==> src/rtl/vsel_pkg.sv <==
// Package: shared types for the least-writes victim selector.
// Assumes nothing beyond IEEE 1800-2017 packages.
package vsel_pkg;

    // Search policy selected per request.
    typedef enum logic {
        SEL_LEAST_WRITES = 1'b0,
        SEL_NRU          = 1'b1
    } sel_mode_e;

endpackage

==> src/rtl/vsel_nru_track.sv <==
// Module: vsel_nru_track
// Keeps one recency bit per side-store entry and the index of the most
// recently accessed entry. Presents the bits a search should use. When
// all bits are set, those are the folded bits (only the MRU entry set).
// The stored bits are folded when a recency-mode search is launched.
// Assumes touch_idx values at or above N are ignored.
module vsel_nru_track #(
    parameter int N  = 16,
    parameter int IW = 4
) (
    input  logic          clk,
    input  logic          rst_n,
    input  logic          fold_req,
    input  logic          touch_valid,
    input  logic [IW-1:0] touch_idx,
    output logic [N-1:0]  eff_bits
);

    logic [N-1:0]  used_q;
    logic [N-1:0]  used_d;
    logic [IW-1:0] mru_q;
    logic          all_set;
    logic          touch_ok;
    logic [N-1:0]  mru_onehot;

    // Decode the MRU index and detect a full bit vector.
    always_comb begin
        mru_onehot = '0;
        for (int i = 0; i < N; i++) begin
            mru_onehot[i] = (mru_q == IW'(i));
        end
        all_set  = &used_q;
        touch_ok = touch_valid && ({1'b0, touch_idx} < (IW+1)'(N));
        eff_bits = all_set ? mru_onehot : used_q;
    end

    // Next bit state: fold on a saturated search, then apply an access.
    always_comb begin
        used_d = used_q;
        if (fold_req && all_set) begin
            used_d = mru_onehot;
        end
        if (touch_ok) begin
            used_d[touch_idx] = 1'b1;
        end
    end

    // Bit and MRU registers.
    always_ff @(posedge clk) begin
        if (!rst_n) begin
            used_q <= '0;
            mru_q  <= '0;
        end else begin
            used_q <= used_d;
            if (touch_ok) begin
                mru_q <= touch_idx;
            end
        end
    end

    AST_TOUCH_SETS_BIT: assert property (@(posedge clk) disable iff (!rst_n)
        touch_ok |=> used_q[$past(touch_idx)]);

    AST_FOLD_LEAVES_FEW: assert property (@(posedge clk) disable iff (!rst_n)
        (fold_req && all_set) |=> ($countones(used_q) <= 2));

endmodule

==> src/rtl/vsel_key_load.sv <==
// Module: vsel_key_load
// First pipeline stage. On start it captures one sort key and one count
// per entry. The key's top bit is the valid flag, so empty entries (key 0)
// sort first. The lower bits hold the write count in least-writes mode, or
// the recency bit followed by zeros in recency mode.
// Assumes CW >= 1.
module vsel_key_load
    import vsel_pkg::*;
#(
    parameter int N  = 16,
    parameter int CW = 8,
    parameter int KW = CW + 1
) (
    input  logic          clk,
    input  logic          rst_n,
    input  logic          start,
    input  sel_mode_e     mode,
    input  logic [N-1:0]  entry_valid,
    input  logic [N*CW-1:0] entry_count,
    input  logic [N-1:0]  eff_bits,
    output logic          snap_vld,
    output logic [N*KW-1:0] snap_key,
    output logic [N*CW-1:0] snap_cnt
);

    logic [CW-1:0] low_part [N];

    // Lower key bits depending on the selected policy.
    always_comb begin
        for (int i = 0; i < N; i++) begin
            if (mode == SEL_NRU) begin
                low_part[i] = {eff_bits[i], {(CW-1){1'b0}}};
            end else begin
                low_part[i] = entry_count[i*CW +: CW];
            end
        end
    end

    // Snapshot registers, loaded only on start.
    always_ff @(posedge clk) begin
        if (!rst_n) begin
            snap_vld <= 1'b0;
            snap_key <= '0;
            snap_cnt <= '0;
        end else begin
            snap_vld <= start;
            if (start) begin
                for (int i = 0; i < N; i++) begin
                    snap_key[i*KW +: KW] <= entry_valid[i] ? {1'b1, low_part[i]} : '0;
                    snap_cnt[i*CW +: CW] <= entry_count[i*CW +: CW];
                end
            end
        end
    end

endmodule

==> src/rtl/vsel_min_tree.sv <==
// Module: vsel_min_tree
// Pipelined minimum-key tree over N leaves, padded to a power of two with
// leaves that carry the largest key. At each node the left child wins ties,
// so the lowest index wins among equal keys. Three of the levels are
// registered, spread evenly down the tree, and the rest are combinational.
// The registers load only when data is flowing, so the last level holds
// its result until the next search arrives.
// Assumes N >= 8, so the tree has at least three levels.
module vsel_min_tree #(
    parameter int N  = 16,
    parameter int CW = 8,
    parameter int IW = 4,
    parameter int KW = CW + 1
) (
    input  logic            clk,
    input  logic            rst_n,
    input  logic            in_vld,
    input  logic [N*KW-1:0] in_key,
    input  logic [N*CW-1:0] in_cnt,
    output logic            out_vld,
    output logic [KW-1:0]   out_key,
    output logic [IW-1:0]   out_idx,
    output logic [CW-1:0]   out_cnt
);

    localparam int L  = $clog2(N);
    localparam int P  = 1 << L;
    localparam int RA = (L + 2) / 3;
    localparam int RB = (2 * L + 2) / 3;

    for (genvar lv = 0; lv <= L; lv++) begin : g_lvl
        localparam int W = P >> lv;
        logic [KW-1:0] key [W];
        logic [IW-1:0] idx [W];
        logic [CW-1:0] cnt [W];
        logic          vld;

        if (lv == 0) begin : g_leaf
            assign vld = in_vld;
            for (genvar j = 0; j < W; j++) begin : g_in
                if (j < N) begin : g_real
                    assign key[j] = in_key[j*KW +: KW];
                    assign cnt[j] = in_cnt[j*CW +: CW];
                end else begin : g_pad
                    assign key[j] = '1;
                    assign cnt[j] = '0;
                end
                assign idx[j] = IW'(j);
            end
        end else begin : g_node
            logic [KW-1:0] nk [W];
            logic [IW-1:0] ni [W];
            logic [CW-1:0] nc [W];

            // Pairwise pick: the lower key wins, the left child wins ties.
            for (genvar j = 0; j < W; j++) begin : g_pick
                logic left_wins;
                assign left_wins = (g_lvl[lv-1].key[2*j] <= g_lvl[lv-1].key[2*j+1]);
                assign nk[j] = left_wins ? g_lvl[lv-1].key[2*j] : g_lvl[lv-1].key[2*j+1];
                assign ni[j] = left_wins ? g_lvl[lv-1].idx[2*j] : g_lvl[lv-1].idx[2*j+1];
                assign nc[j] = left_wins ? g_lvl[lv-1].cnt[2*j] : g_lvl[lv-1].cnt[2*j+1];
            end

            if (lv == RA || lv == RB || lv == L) begin : g_reg
                // Registered level, loaded only when the level above is valid.
                always_ff @(posedge clk) begin
                    if (!rst_n) begin
                        vld <= 1'b0;
                        for (int j = 0; j < W; j++) begin
                            key[j] <= '1;
                            idx[j] <= '0;
                            cnt[j] <= '0;
                        end
                    end else begin
                        vld <= g_lvl[lv-1].vld;
                        if (g_lvl[lv-1].vld) begin
                            for (int j = 0; j < W; j++) begin
                                key[j] <= nk[j];
                                idx[j] <= ni[j];
                                cnt[j] <= nc[j];
                            end
                        end
                    end
                end
            end else begin : g_comb
                // Combinational level passing its picks straight through.
                always_comb begin
                    vld = g_lvl[lv-1].vld;
                    for (int j = 0; j < W; j++) begin
                        key[j] = nk[j];
                        idx[j] = ni[j];
                        cnt[j] = nc[j];
                    end
                end
            end
        end
    end

    assign out_vld = g_lvl[L].vld;
    assign out_key = g_lvl[L].key[0];
    assign out_idx = g_lvl[L].idx[0];
    assign out_cnt = g_lvl[L].cnt[0];

endmodule

==> src/rtl/writes_victim_sel.sv <==
// Module: writes_victim_sel (top)
// Picks a replacement candidate among side-store entries: the lowest empty
// entry, else the lowest-count entry (least-writes mode) or the lowest entry
// with a clear recency bit (recency mode). The result appears four cycles
// after start and holds until the next result. One search can start per cycle.
// Assumes NUM_ENTRIES >= 8 and that the manager supplies the counts.
module writes_victim_sel
    import vsel_pkg::*;
#(
    parameter  int NUM_ENTRIES = 16,
    parameter  int CNT_W       = 8,
    localparam int IDX_W       = $clog2(NUM_ENTRIES)
) (
    input  logic                      clk,
    input  logic                      rst_n,
    input  logic                      start,
    input  logic                      mode_nru,
    input  logic [NUM_ENTRIES-1:0]    entry_valid,
    input  logic [NUM_ENTRIES*CNT_W-1:0] entry_count,
    input  logic                      touch_valid,
    input  logic [IDX_W-1:0]          touch_idx,
    output logic                      done,
    output logic [IDX_W-1:0]          victim_idx,
    output logic [CNT_W-1:0]          victim_cnt,
    output logic                      victim_free
);

    localparam int KEY_W = CNT_W + 1;

    sel_mode_e                      mode;
    logic [NUM_ENTRIES-1:0]         eff_bits;
    logic                           snap_vld;
    logic [NUM_ENTRIES*KEY_W-1:0]   snap_key;
    logic [NUM_ENTRIES*CNT_W-1:0]   snap_cnt;
    logic [KEY_W-1:0]               res_key;

    assign mode = sel_mode_e'(mode_nru);

    vsel_nru_track #(
        .N  (NUM_ENTRIES),
        .IW (IDX_W)
    ) u_nru (
        .clk         (clk),
        .rst_n       (rst_n),
        .fold_req    (start && (mode == SEL_NRU)),
        .touch_valid (touch_valid),
        .touch_idx   (touch_idx),
        .eff_bits    (eff_bits)
    );

    vsel_key_load #(
        .N  (NUM_ENTRIES),
        .CW (CNT_W),
        .KW (KEY_W)
    ) u_load (
        .clk         (clk),
        .rst_n       (rst_n),
        .start       (start),
        .mode        (mode),
        .entry_valid (entry_valid),
        .entry_count (entry_count),
        .eff_bits    (eff_bits),
        .snap_vld    (snap_vld),
        .snap_key    (snap_key),
        .snap_cnt    (snap_cnt)
    );

    vsel_min_tree #(
        .N  (NUM_ENTRIES),
        .CW (CNT_W),
        .IW (IDX_W),
        .KW (KEY_W)
    ) u_tree (
        .clk     (clk),
        .rst_n   (rst_n),
        .in_vld  (snap_vld),
        .in_key  (snap_key),
        .in_cnt  (snap_cnt),
        .out_vld (done),
        .out_key (res_key),
        .out_idx (victim_idx),
        .out_cnt (victim_cnt)
    );

    // An all-zero key can only come from an empty entry.
    assign victim_free = ~res_key[KEY_W-1];

    AST_DONE_FOLLOWS_START: assert property (@(posedge clk) disable iff (!rst_n)
        ($past(start, 4) && $past(rst_n, 4) && $past(rst_n, 3)
         && $past(rst_n, 2) && $past(rst_n, 1)) |-> done);

    AST_NO_SPURIOUS_DONE: assert property (@(posedge clk) disable iff (!rst_n)
        done |-> $past(start, 4));

    AST_RESULT_HOLDS: assert property (@(posedge clk) disable iff (!rst_n)
        !done |-> ($stable(victim_idx) && $stable(victim_cnt) && $stable(victim_free)));

endmodule

==> config.mk <==
export PLATFORM = sky130hd
export DESIGN_NAME = writes_victim_sel
export DESIGN_NICKNAME = d
export VERILOG_FILES = /design/src/rtl/vsel_pkg.sv /design/src/rtl/vsel_nru_track.sv /design/src/rtl/vsel_key_load.sv /design/src/rtl/vsel_min_tree.sv /design/src/rtl/writes_victim_sel.sv
export SDC_FILE = /design/constraint.sdc
export NUM_CORES = 1
export LEC_CHECK = 0
export CAP_MARGIN = 10
export CORE_MARGIN = 1
export CORE_UTILIZATION = 30
export DETAILED_ROUTE_END_ITERATION = 8
export GPL_TIMING_DRIVEN = 0
export HOLD_SLACK_MARGIN = 0.02
export SLEW_MARGIN = 20
export SYNTH_ARGS = -nofsm -noshare
export SYNTH_HDL_FRONTEND = slang
export SYNTH_SLANG_ARGS = --single-unit
==> constraint.sdc <==
create_clock -name clk -period 6.65 [get_ports clk]
set_clock_uncertainty 0.1 [all_clocks]
set_input_delay 0.665 -clock clk [delete_from_list [all_inputs] [get_ports clk]]
set_output_delay 0.665 -clock clk [all_outputs]
set_load 0.005 [all_outputs]
==> impl_metrics.csv, run 1 <==
group,metric,value,unit
routing,drt-pass1-iter-count,5,
sta,max_freq,0.2312,GHz
clock_tree,cts-root-buf,"clkbuf_16",
global_route,grt_pass1_wl,102.9,mm
pwr,power_leakage,10.37,nW
global_route,grt_pass1_vias,17398,
sta,finalSetupViolCount,0,
synth,syn_nets,2454,
routing,ant_nets,0,
die,initial_core_util,30.25,%
clock_tree,clk_pin_slew,60,ps
global_route,track_usage,18.06,%
sta,setup_ws,2325,ps
synth,synth-edff-count,131,
critical_path,worstReg2RegStart,"u_load.snap_key[48]$_SDFFE_PN0P_",
synth,yosysUniqueCellTypes,62,
run,cap_viol_max_count,0,
die,die-height,273.0,microns
worst_hold_path,hold_start,"u_load.snap_key[70]$_SDFFE_PN0P_",
critical_path,reg2regPathDepth,15,
routing,wl_per_cell,20.20,microns
clock_tree,cts_tree,"done",
run_status,outcome,"finished, final reports clean",
pwr,ir_worst_vdd,0.1599,mV
critical_path,critical_path_class,"reg -> reg",
global_route,grt_start_max_net_pins,40,
die,io_pins,167,
synth,avgSynthCellArea,10.17,sq um
critical_path,cpPeakStageDelay,440,ps
clock_tree,numClockSinks,428,
global_route,antenna_found_initial,2,
finish,mostFrequentLayoutCells,"dfxtp_1, mux2i_1, nor2b_1, clkdlybuf4s50_1, nand3_1",
placement,routabilityCongestion,0.9126,
die,fp.dieW,273.0,microns
die,rows,99,
finish,drive_gt1_share,7.164,%
die,die-area,74530,sq um
critical_path,arrival,4500,ps
critical_path,cp_max_fo,10,
synth,synthFlopType,"dfxtp_1",
synth,synth_top_area_share,26.98,%
routing,drc,0,
pwr,p_per_area,261.2,nW/um^2
finish,antenna_cells,0,
synth,synthTopCellsByArea,"dfxtp_1, edfxtp_1, mux2i_1",
sta,hold_viol_final,0,
synth,yosysWarnings,0,
synth,yosysSeqAreaShare,44.84,%
clock_tree,clkLatencyLatePin,590,ps
critical_path,end_kind,"flop",
synth,syn_area,22030,sq um
critical_path,worstSetupEndpoint,"u_tree.g_lvl[2].cnt[1][7]$_SDFFCE_PN0P_",
die,core_region_area,72830,sq um
critical_path,r2r_slack,2320,ps
sta,drv_slew,0,
synth,synth_cells,2166,
sta,rsz0062_at_grt,"false",
sta,relSlewSlack,26.30,%
sta,tightest_slew,1105,ps
routing,viasPerCell,4.980,
clock_tree,htree_levels,2,
critical_path,cpMaxStageDelayCell,"mux2_2",
placement,dp_slack,2311,ps
finish,syn2layout_area_growth,20.36,%
synth,ys_ff_latch,428,
sta,min_period_over_period,65.04,%
finish,fill_cells,7320,
finish,fin_util,36.41,%
critical_path,cp_cell_sequence,"inv_1 > ha_1 > a21oi_1 > nand2_1 > a211o_1 > o21ai_2 > mux2_2 > ha_1 > nand4_1 > nor2_1 > a221oi_1 > a21oi_1 > nand2b_1 > clkbuf_1 > o22ai_1",
critical_path,cp-startpoint,"u_load.snap_key[48]$_SDFFE_PN0P_",
clock_tree,cts_resized,0,
placement,dpl.cell_count,3291,
critical_path,crit_path_start_kind,"flop",
clock_tree,ctsHoldBuffers,0,
routing,vias,16801,
clock_tree,postCtsSetupBuffers,0,
routing,drtIter0Drc,1112,
placement,placed_cell_area,24930,sq um
synth,synthArstFlopShare,0,%
finish,final_cells,3374,
critical_path,critPathRequiredTime,6830,ps
finish,final_common_cell,"dfxtp_1",
global_route,grt-ovfl-total,0,
clock_tree,cts_buffers,46,
sta,setup_tns,0,ps
worst_hold_path,hp-class,"reg -> reg",
finish,design_area,26520,sq um
routing,routed_wl,68.17,mm
finish,layout.nets,2668,
placement,dp_hpwl,53.35,mm
placement,io_buffers,164,
critical_path,worstReg2RegEnd,"u_tree.g_lvl[2].cnt[1][7]$_SDFFCE_PN0P_",
synth,yosysTopAreaCell,"dfxtp_1",
sta,period_needed,4325,ps
clock_tree,cts_buffer_depth,3,
## Yosys cell counts (3+ instances only)
library cell	n
mux2i_1	257
a21boi_0	70
o21a_1	3
buf_2	24
nand2b_1	66
a2bb2oi_1	4
nand4_1	25
nand2_1	76
mux2_4	4
nor3_1	12
o211ai_1	34
a32o_1	15
buf_6	7
and2_1	57
o21bai_1	5
a21o_1	13
a21boi_1	5
o21ai_1	11
buf_4	6
buf_1	5
nand3_1	160
o21ai_0	116
o22ai_1	35
ha_1	135
a31oi_1	9
o2bb2a_1	24
a211oi_1	7
nor2b_1	177
edfxtp_1	131
dfxtp_1	297
and3_1	6
nor2_1	47
inv_1	123
a21oi_1	33
mux2_2	32
o2bb2a_4	8
or3_1	3
clkbuf_1	93
## critical path: cells and delay by family (launching register included)
kind	cells	cell delay, ps
flip-flops	1	330
adder cells (fa/ha/maj)	2	640
AND/OR/NAND/NOR	4	580
buffers and inverters	2	480
multiplexers	1	440
AO/OA/AOI/OAI	6	1450
## kinds of logic after synthesis
family,Yosys count,share of synthesized area (%)
buffers and inverters,262,4.991
DFF,428,44.84
adders and majority gates,135,7.666
muxes,294,13.69
and+or+nand+nor,639,15.84
AOI/OAI and AO/OA,408,12.98
## how the worst min path moves through the flow
stage / endpoint / slack (ps) / depth (start not counted)
6_report: u_load.snap_key[70]$_SDFFE_PN0P_ / 400 / 1
2_1_floorplan: u_tree.g_lvl[2].idx[2][3]$_SDFFE_PP1N_ / 340 / 1
3_5_place_dp: u_load.snap_key[70]$_SDFFE_PN0P_ / 380 / 1
5_1_grt: u_load.snap_key[23]$_SDFFE_PN0P_ / 420 / 2
4_1_cts: u_nru.mru_q[0]$_SDFFE_PN0P_ / 380 / 3
3_3_place_gp: u_tree.g_lvl[2].idx[2][3]$_SDFFE_PP1N_ / 350 / 1
## power breakdown
group	switching (W)	internal, W
combinational	0.000730	0.000555
clock	0.00109	0.00162
sequential	0.0000841	0.00285
total	0.00191	0.00502
## area by class of cell
type | count | area [sq um] | area share [%]
flip-flops and latches | 428 | 9879 | 37.25
plain buffers | 136 | 628.1 | 2.368
clock inverters | 12 | 171.4 | 0.6464
well taps | 959 | 1200 | 4.525
clock buffers | 71 | 1414 | 5.331
inverters | 126 | 473.0 | 1.783
repair buffers | 166 | 1689 | 6.369
multi-input cells | 1476 | 11060 | 41.72
## metrics by stage
stage,hold slack [ps],total power (W)
floorplan,341.0,0.003806
global placement,354.0,0.004231
detailed placement,381.8,0.004259
CTS,381.3,0.006972
global route,424.1,0.007194
finish,395.4,0.006927
## flip-flops by register name (all words and copies together) (netlist names)
signal,count
u_tree.out_vld,1
u_tree.g_lvl.vld,2
u_tree.g_lvl.cnt,56
u_load.snap_cnt,128
u_nru.used_q,16
u_nru.mru_q,4
u_tree.g_lvl.key,55
u_tree.g_lvl.idx,21
u_load.snap_vld,1
u_load.snap_key,144
## per-layer routing
layer  global-route usage [%]  share of wire [%]  routed length [microns]  up-vias
met5                        0                  0                        0        -
met4                    6.719                3.5                     2417        0
met3                    2.618                4.2                     2866      107
met2                    30.58                 48                    32420      385
met1                    23.19                 45                    30470     8161
li1                         -                  -                        -     8148
(Power assumes the default switching activity.)
==> run 2, diff against run 1 <==
==> constraint.sdc (replaced) <==
create_clock -name clk -period 4 [get_ports clk]
set_clock_uncertainty 0.1 [all_clocks]
set_input_delay 0.4 -clock clk [delete_from_list [all_inputs] [get_ports clk]]
set_output_delay 0.4 -clock clk [all_outputs]
set_load 0.005 [all_outputs]
==> impl_metrics.csv, run 2 (synthesis results as in run 1) <==
group,metric,value,unit
pwr,p_per_area,433.8,nW/um^2
global_route,track_usage,18.11,%
critical_path,arrival,4100,ps
routing,ant_nets,0,
critical_path,worstReg2RegStart,"u_load.snap_key[48]$_SDFFE_PN0P_",
finish,final_common_cell,"dfxtp_1",
clock_tree,htree_levels,2,
routing,drc,0,
die,fp.dieW,273.0,microns
pwr,power.internal,0.008466,W
pwr,power_frac_clock,38.5,%
placement,dp_hpwl,53.35,mm
finish,largest_reg_flops,144,
critical_path,cpMaxStageDelayCell,"mux2_2",
placement,placed_cell_area,24930,sq um
die,rows,99,
sta,tightest_slew,1097,ps
finish,fin_util,37.07,%
worst_hold_path,hold_depth,3,
run,cap_viol_max_count,0,
global_route,grt_start_max_net_pins,40,
global_route,grt_pass1_wl,103.2,mm
clock_tree,numClockSinks,428,
global_route,met3_usage,2.662,%
critical_path,critical_path_class,"reg -> reg",
sta,rsz0062_at_grt,"true",
sta,hold_viol_final,0,
placement,dp_slack,-283.5,ps
critical_path,cpPeakStageDelay,360,ps
clock_tree,clkLatencyLatePin,590,ps
worst_hold_path,hold_start,"touch_valid",
die,io_pins,167,
pwr,power_leakage,10.53,nW
global_route,gr-usage-met1,23.18,%
finish,syn2layout_area_growth,22.55,%
global_route,grt_pass1_vias,17477,
critical_path,crit_top_cell,"ha_1",
routing,viasPerCell,5.006,
pwr,seqPwrFrac,41.6,%
global_route,antenna_found_initial,2,
clock_tree,cts_buffers,46,
placement,routabilityCongestion,0.9126,
sta,setup_ws,121.0,ps
finish,mostFrequentLayoutCells,"dfxtp_1, mux2i_1, nor2b_1, clkdlybuf4s50_1, nand3_1",
finish,drive_gt1_share,9.647,%
global_route,use_met2,30.76,%
run_status,outcome,"finished, final reports clean",
die,core_region_area,72830,sq um
routing,drtIter0Drc,1045,
global_route,grt-ovfl-total,0,
worst_hold_path,hold_path_end,"u_nru.mru_q[0]$_SDFFE_PN0P_",
clock_tree,clk_pin_slew,60,ps
sta,period_needed,3879,ps
finish,design_area,27000,sq um
pwr,p_sw,0.003246,W
finish,reg_top3,"u_load.snap_key x144, u_load.snap_cnt x128, u_tree.g_lvl.cnt x56",
critical_path,critPathRequiredTime,4220,ps
clock_tree,cts_tree,"done",
routing,vias,16996,
critical_path,cp_max_fo,10,
critical_path,cp_cell_sequence,"inv_1 > ha_1 > a21oi_1 > nand2_1 > a211o_1 > o21ai_4 > buf_4 > mux2_2 > ha_1 > nand4_1 > nor2_2 > and4_1 > a21oi_2 > nand2b_4 > buf_6 > o2bb2a_1",
sta,relSlewSlack,26.87,%
clock_tree,ctsHoldBuffers,0,
sta,finalSetupViolCount,0,
critical_path,crit_path_start_kind,"flop",
clock_tree,cts-root-buf,"clkbuf_16",
worst_hold_path,hp-class,"in -> reg",
finish,layout.nets,2689,
sta,min_period_over_period,96.98,%
sta,max_freq,0.2578,GHz
pwr,combinationalPowerShare,19.9,%
global_route,busiest_layer,"met2",
critical_path,r2r_slack,120,ps
sta,drv_slew,0,
die,initial_core_util,30.25,%
routing,drt-pass1-iter-count,5,
critical_path,worstReg2RegEnd,"u_tree.g_lvl[2].key[1][7]$_SDFFCE_PN1P_",
placement,io_buffers,164,
routing,routed_wl,68.68,mm
finish,antenna_cells,0,
critical_path,end_kind,"flop",
pwr,netSwitchingFraction,27.72,%
pwr,finalPower,0.01171,W
clock_tree,cts_buffer_depth,3,
critical_path,reg2regPathDepth,16,
routing,wl_per_cell,20.23,microns
die,die-height,273.0,microns
pwr,ir_worst_vdd,0.2982,mV
die,die-area,74530,sq um
finish,max_flop_register,"u_load.snap_key",
[run 2: area by class of cell]
class / count / area [sq um]
sequential: 428 / 9879
clock inverter: 12 / 171.4
tap: 959 / 1200
timing repair buffer: 186 / 1859
fill: 7283 / 45830
buffer: 135 / 669.4
timing repair inverter: 1 / 5.005
inverter: 126 / 480.5
clock buffer: 71 / 1414
multi-input combinational: 1477 / 11320
[run 2: worst max-delay path by stage]
| stage | startpoint | endpoint | slack [ps] | depth (start not counted) |
|---|---|---|---|---|
| finish | u_load.snap_key[48]$_SDFFE_PN0P_ | u_tree.g_lvl[2].key[1][7]$_SDFFCE_PN1P_ | 120 | 16 |
| global route | u_load.snap_key[118]$_SDFFE_PN0P_ | u_tree.g_lvl[2].key[3][5]$_SDFFCE_PN1P_ | -40 | 16 |
| CTS | u_load.snap_key[48]$_SDFFE_PN0P_ | u_tree.g_lvl[2].key[1][7]$_SDFFCE_PN1P_ | -160 | 15 |
| detailed placement | u_load.snap_key[48]$_SDFFE_PN0P_ | u_tree.g_lvl[2].key[1][7]$_SDFFCE_PN1P_ | -280 | 15 |
| global placement | u_load.snap_key[48]$_SDFFE_PN0P_ | u_tree.g_lvl[2].key[1][7]$_SDFFCE_PN1P_ | -220 | 15 |
| floorplan | u_load.snap_key[48]$_SDFFE_PN0P_ | u_tree.g_lvl[2].key[1][7]$_SDFFCE_PN1P_ | 260 | 15 |
[run 2: metal layers]
metal / vias to the layer above / routed length (microns)
li1: 8198 / -
met1: 8310 / 30490
met2: 382 / 32890
met3: 106 / 2991
met4: 0 / 2308
met5: - / 0
[run 2: what timing repair did]
| item | 4_1_cts | 5_1_grt |
|---|---|---|
| endpoints found under the setup margin | 52 | 70 |
| gates resized for setup | 12 | 60 |
| setup buffers | 5 | 15 |
| pin swaps | 2 | 11 |
| cloned | 0 | 2 |
[run 2: critical path, delay by kind of cell, from the launching register on]
kind | cells | cell delay, ps
AO/OA/AOI/OAI | 5 | 1080
AND/OR/NAND/NOR | 5 | 730
adder cells (fa/ha/maj) | 2 | 610
buffers and inverters | 3 | 400
multiplexers | 1 | 360
flip-flops | 1 | 330
[run 2: power by group through the flow]
stage               registers (W)  logic [W]  clock network (W)
finish                    0.00487    0.00233            0.00451
global route              0.00489    0.00252            0.00475
CTS                       0.00487    0.00216            0.00459
detailed placement        0.00496    0.00212                  0
global placement          0.00496    0.00207                  0
floorplan                 0.00490    0.00142                  0
[run 2: metrics by stage]
stage	setup TNS, ps	instances	hold slack [ps]
6_report	0	3395	147.6
5_1_grt	-385.3	3395	185.5
4_1_cts	-673.4	3378	116.3
3_5_place_dp	-6116	3291	381.8
3_3_place_gp	-5407	3289	354.0
2_1_floorplan	0	2166	341.0
==> run 3, diff against run 2 <==
==> constraint.sdc (replaced) <==
create_clock -name clk -period 3.55 [get_ports clk]
set_clock_uncertainty 0.1 [all_clocks]
set_input_delay 0.355 -clock clk [delete_from_list [all_inputs] [get_ports clk]]
set_output_delay 0.355 -clock clk [all_outputs]
set_load 0.005 [all_outputs]
==> impl_metrics.csv, run 3 (synthesis results as in run 1) <==
group,metric,value,unit
sta,setup_ws,-177.7,ps
clock_tree,cts-root-buf,"clkbuf_16",
finish,largest_reg_flops,144,
finish,drive_gt1_share,23.34,%
die,fp.dieW,273.0,microns
run,cap_viol_max_count,0,
pwr,ir_worst_vdd,0.3249,mV
die,io_pins,167,
global_route,grt_start_max_net_pins,40,
clock_tree,cts_buffers,47,
pwr,p_per_area,469.4,nW/um^2
sta,hold_viol_final,0,
finish,final_cells,3465,
global_route,track_usage,18.57,%
global_route,antenna_found_initial,0,
sta,drv_slew,0,
worst_hold_path,hp-class,"in -> reg",
run_status,outcome,"complete, but fails checks",
die,die-area,74530,sq um
finish,max_flop_register,"u_load.snap_key",
finish,syn2layout_area_growth,35.25,%
finish,layout.nets,2756,
critical_path,crit_path_start_kind,"flop",
sta,rsz0062_at_grt,"true",
die,rows,99,
critical_path,critical_path_class,"reg -> reg",
placement,dp_hpwl,53.03,mm
routing,drtIter0Drc,1165,
sta,tightest_slew,1157,ps
global_route,grt_pass1_vias,17744,
finish,final_common_cell,"mux2i_1",
routing,vias,17549,
clock_tree,htree_levels,2,
critical_path,arrival,3960,ps
placement,routabilityCongestion,0.9347,
run_status,violations,"negative setup slack",
die,die-height,273.0,microns
clock_tree,cts_tree,"done",
global_route,grt_pass1_wl,106.2,mm
critical_path,end_kind,"flop",
sta,setup_tns,-3738,ps
critical_path,critPathRequiredTime,3780,ps
routing,routed_wl,72.36,mm
sta,relSlewSlack,22.84,%
clock_tree,clk_pin_slew,60,ps
routing,drt-pass1-iter-count,7,
global_route,grt-ovfl-total,0,
routing,wl_per_cell,20.88,microns
finish,reg_top3,"u_load.snap_key x144, u_load.snap_cnt x128, u_tree.g_lvl.cnt x56",
placement,dpl.cell_count,3291,
placement,io_buffers,164,
sta,period_needed,3728,ps
sta,min_period_over_period,105.0,%
routing,drc,0,
sta,finalSetupViolCount,51,
die,core_region_area,72830,sq um
sta,max_freq,0.2683,GHz
pwr,power_leakage,11.27,nW
clock_tree,numClockSinks,428,
finish,fill_cells,6917,
clock_tree,cts_buffer_depth,3,
clock_tree,clkLatencyLatePin,590,ps
routing,ant_nets,0,
pwr,finalPower,0.01399,W
sta,whs,127.5,ps
die,initial_core_util,30.25,%
critical_path,cp_max_fo,5,
finish,antenna_cells,0,
routing,viasPerCell,5.065,
finish,mostFrequentLayoutCells,"mux2i_1, dfxtp_1, nor2b_1, clkdlybuf4s50_1, nand3_1",
-- run 3: changes by cell type in the layout (fill, tap and decap cells not counted), sizes merged --
| cell | change |
|---|---|
| bufinv | +2 |
| clkinv | +4 |
| inv | +2 |
| clkbuf | -6 |
| buf | +66 |
| clkinvlp | +2 |
-- run 3: critical path: stages, from the launching register on --
cell and delay [ps]:
dfxtp_4 360, inv_2 40, ha_4 260, nand4_1 130, nor2_1 170, o41ai_2 110, a31oi_1 170, buf_4 190
buf_12 120, mux2i_4 320, ha_4 260, nor2b_4 120, o21ai_2 130, a31oi_1 110, o22a_2 260, nand2b_4 180
buf_6 170, o2bb2a_2 260
-- run 3: repair_timing --
action	in CTS	in global routing
endpoints found under the setup margin	75	74
gates cloned	4	1
hold buffers	0	0
buffers inserted	46	36
pin swaps	44	98
resized for setup	253	237
-- run 3: path summary, 6_finish.rpt --
path | from | end | depth (start not counted) | slack (ps)
worst max-delay path | u_load.snap_key[142]$_SDFFE_PN0P_ | u_tree.g_lvl[2].key[3][4]$_SDFFCE_PN1P_ | 17 | -180
worst min-delay path | touch_valid | u_nru.mru_q[0]$_SDFFE_PN0P_ | 3 | 130
worst max register to register | u_load.snap_key[142]$_SDFFE_PN0P_ | u_tree.g_lvl[2].key[3][4]$_SDFFCE_PN1P_ | 17 | -180
worst min register to register | u_load.snap_key[88]$_SDFFE_PN0P_ | u_load.snap_key[88]$_SDFFE_PN0P_ | 1 | 380
-- run 3: cell type report --
type / count / area [sq um] / share of cell area (%)
inverters: 126 / 488.0 / 1.637
well taps: 959 / 1200 / 4.026
flip-flops and latches: 428 / 9992 / 33.53
clock buffers: 65 / 1374 / 4.610
repair buffers: 251 / 2489 / 8.351
plain buffers: 136 / 788.3 / 2.645
multi-input cells: 1477 / 13200 / 44.30
clock inverters: 22 / 262.8 / 0.8817
repair inverters: 1 / 6.256 / 0.02099
-- run 3: where the power goes --
group          total (W)  switching, W  internal (W)
clock network    0.00520       0.00206       0.00314
logic            0.00329       0.00170       0.00159
registers        0.00551      0.000172       0.00533
total             0.0140       0.00393        0.0101
-- run 3: through the flow --
stage / worst slack, ps / area, sq um / utilization (%)
4_1_cts: -74.19 / 28340 / 38.91
3_3_place_gp: -590.7 / 24960 / 34.27
5_1_grt: -222.1 / 29800 / 40.92
2_1_floorplan: -5.461 / 22120 / -
6_report: -177.7 / 29800 / 40.92
3_5_place_dp: -633.0 / 25020 / 34.36
-- run 3: metal layers --
layer | wire, microns | vias up | GRT usage (%)
met2 | 35490 | 395 | 32.07
met5 | 0 | - | 0
met4 | 2668 | 0 | 6.557
met1 | 31750 | 8683 | 23.74
li1 | - | 8354 | -
met3 | 2442 | 117 | 2.249
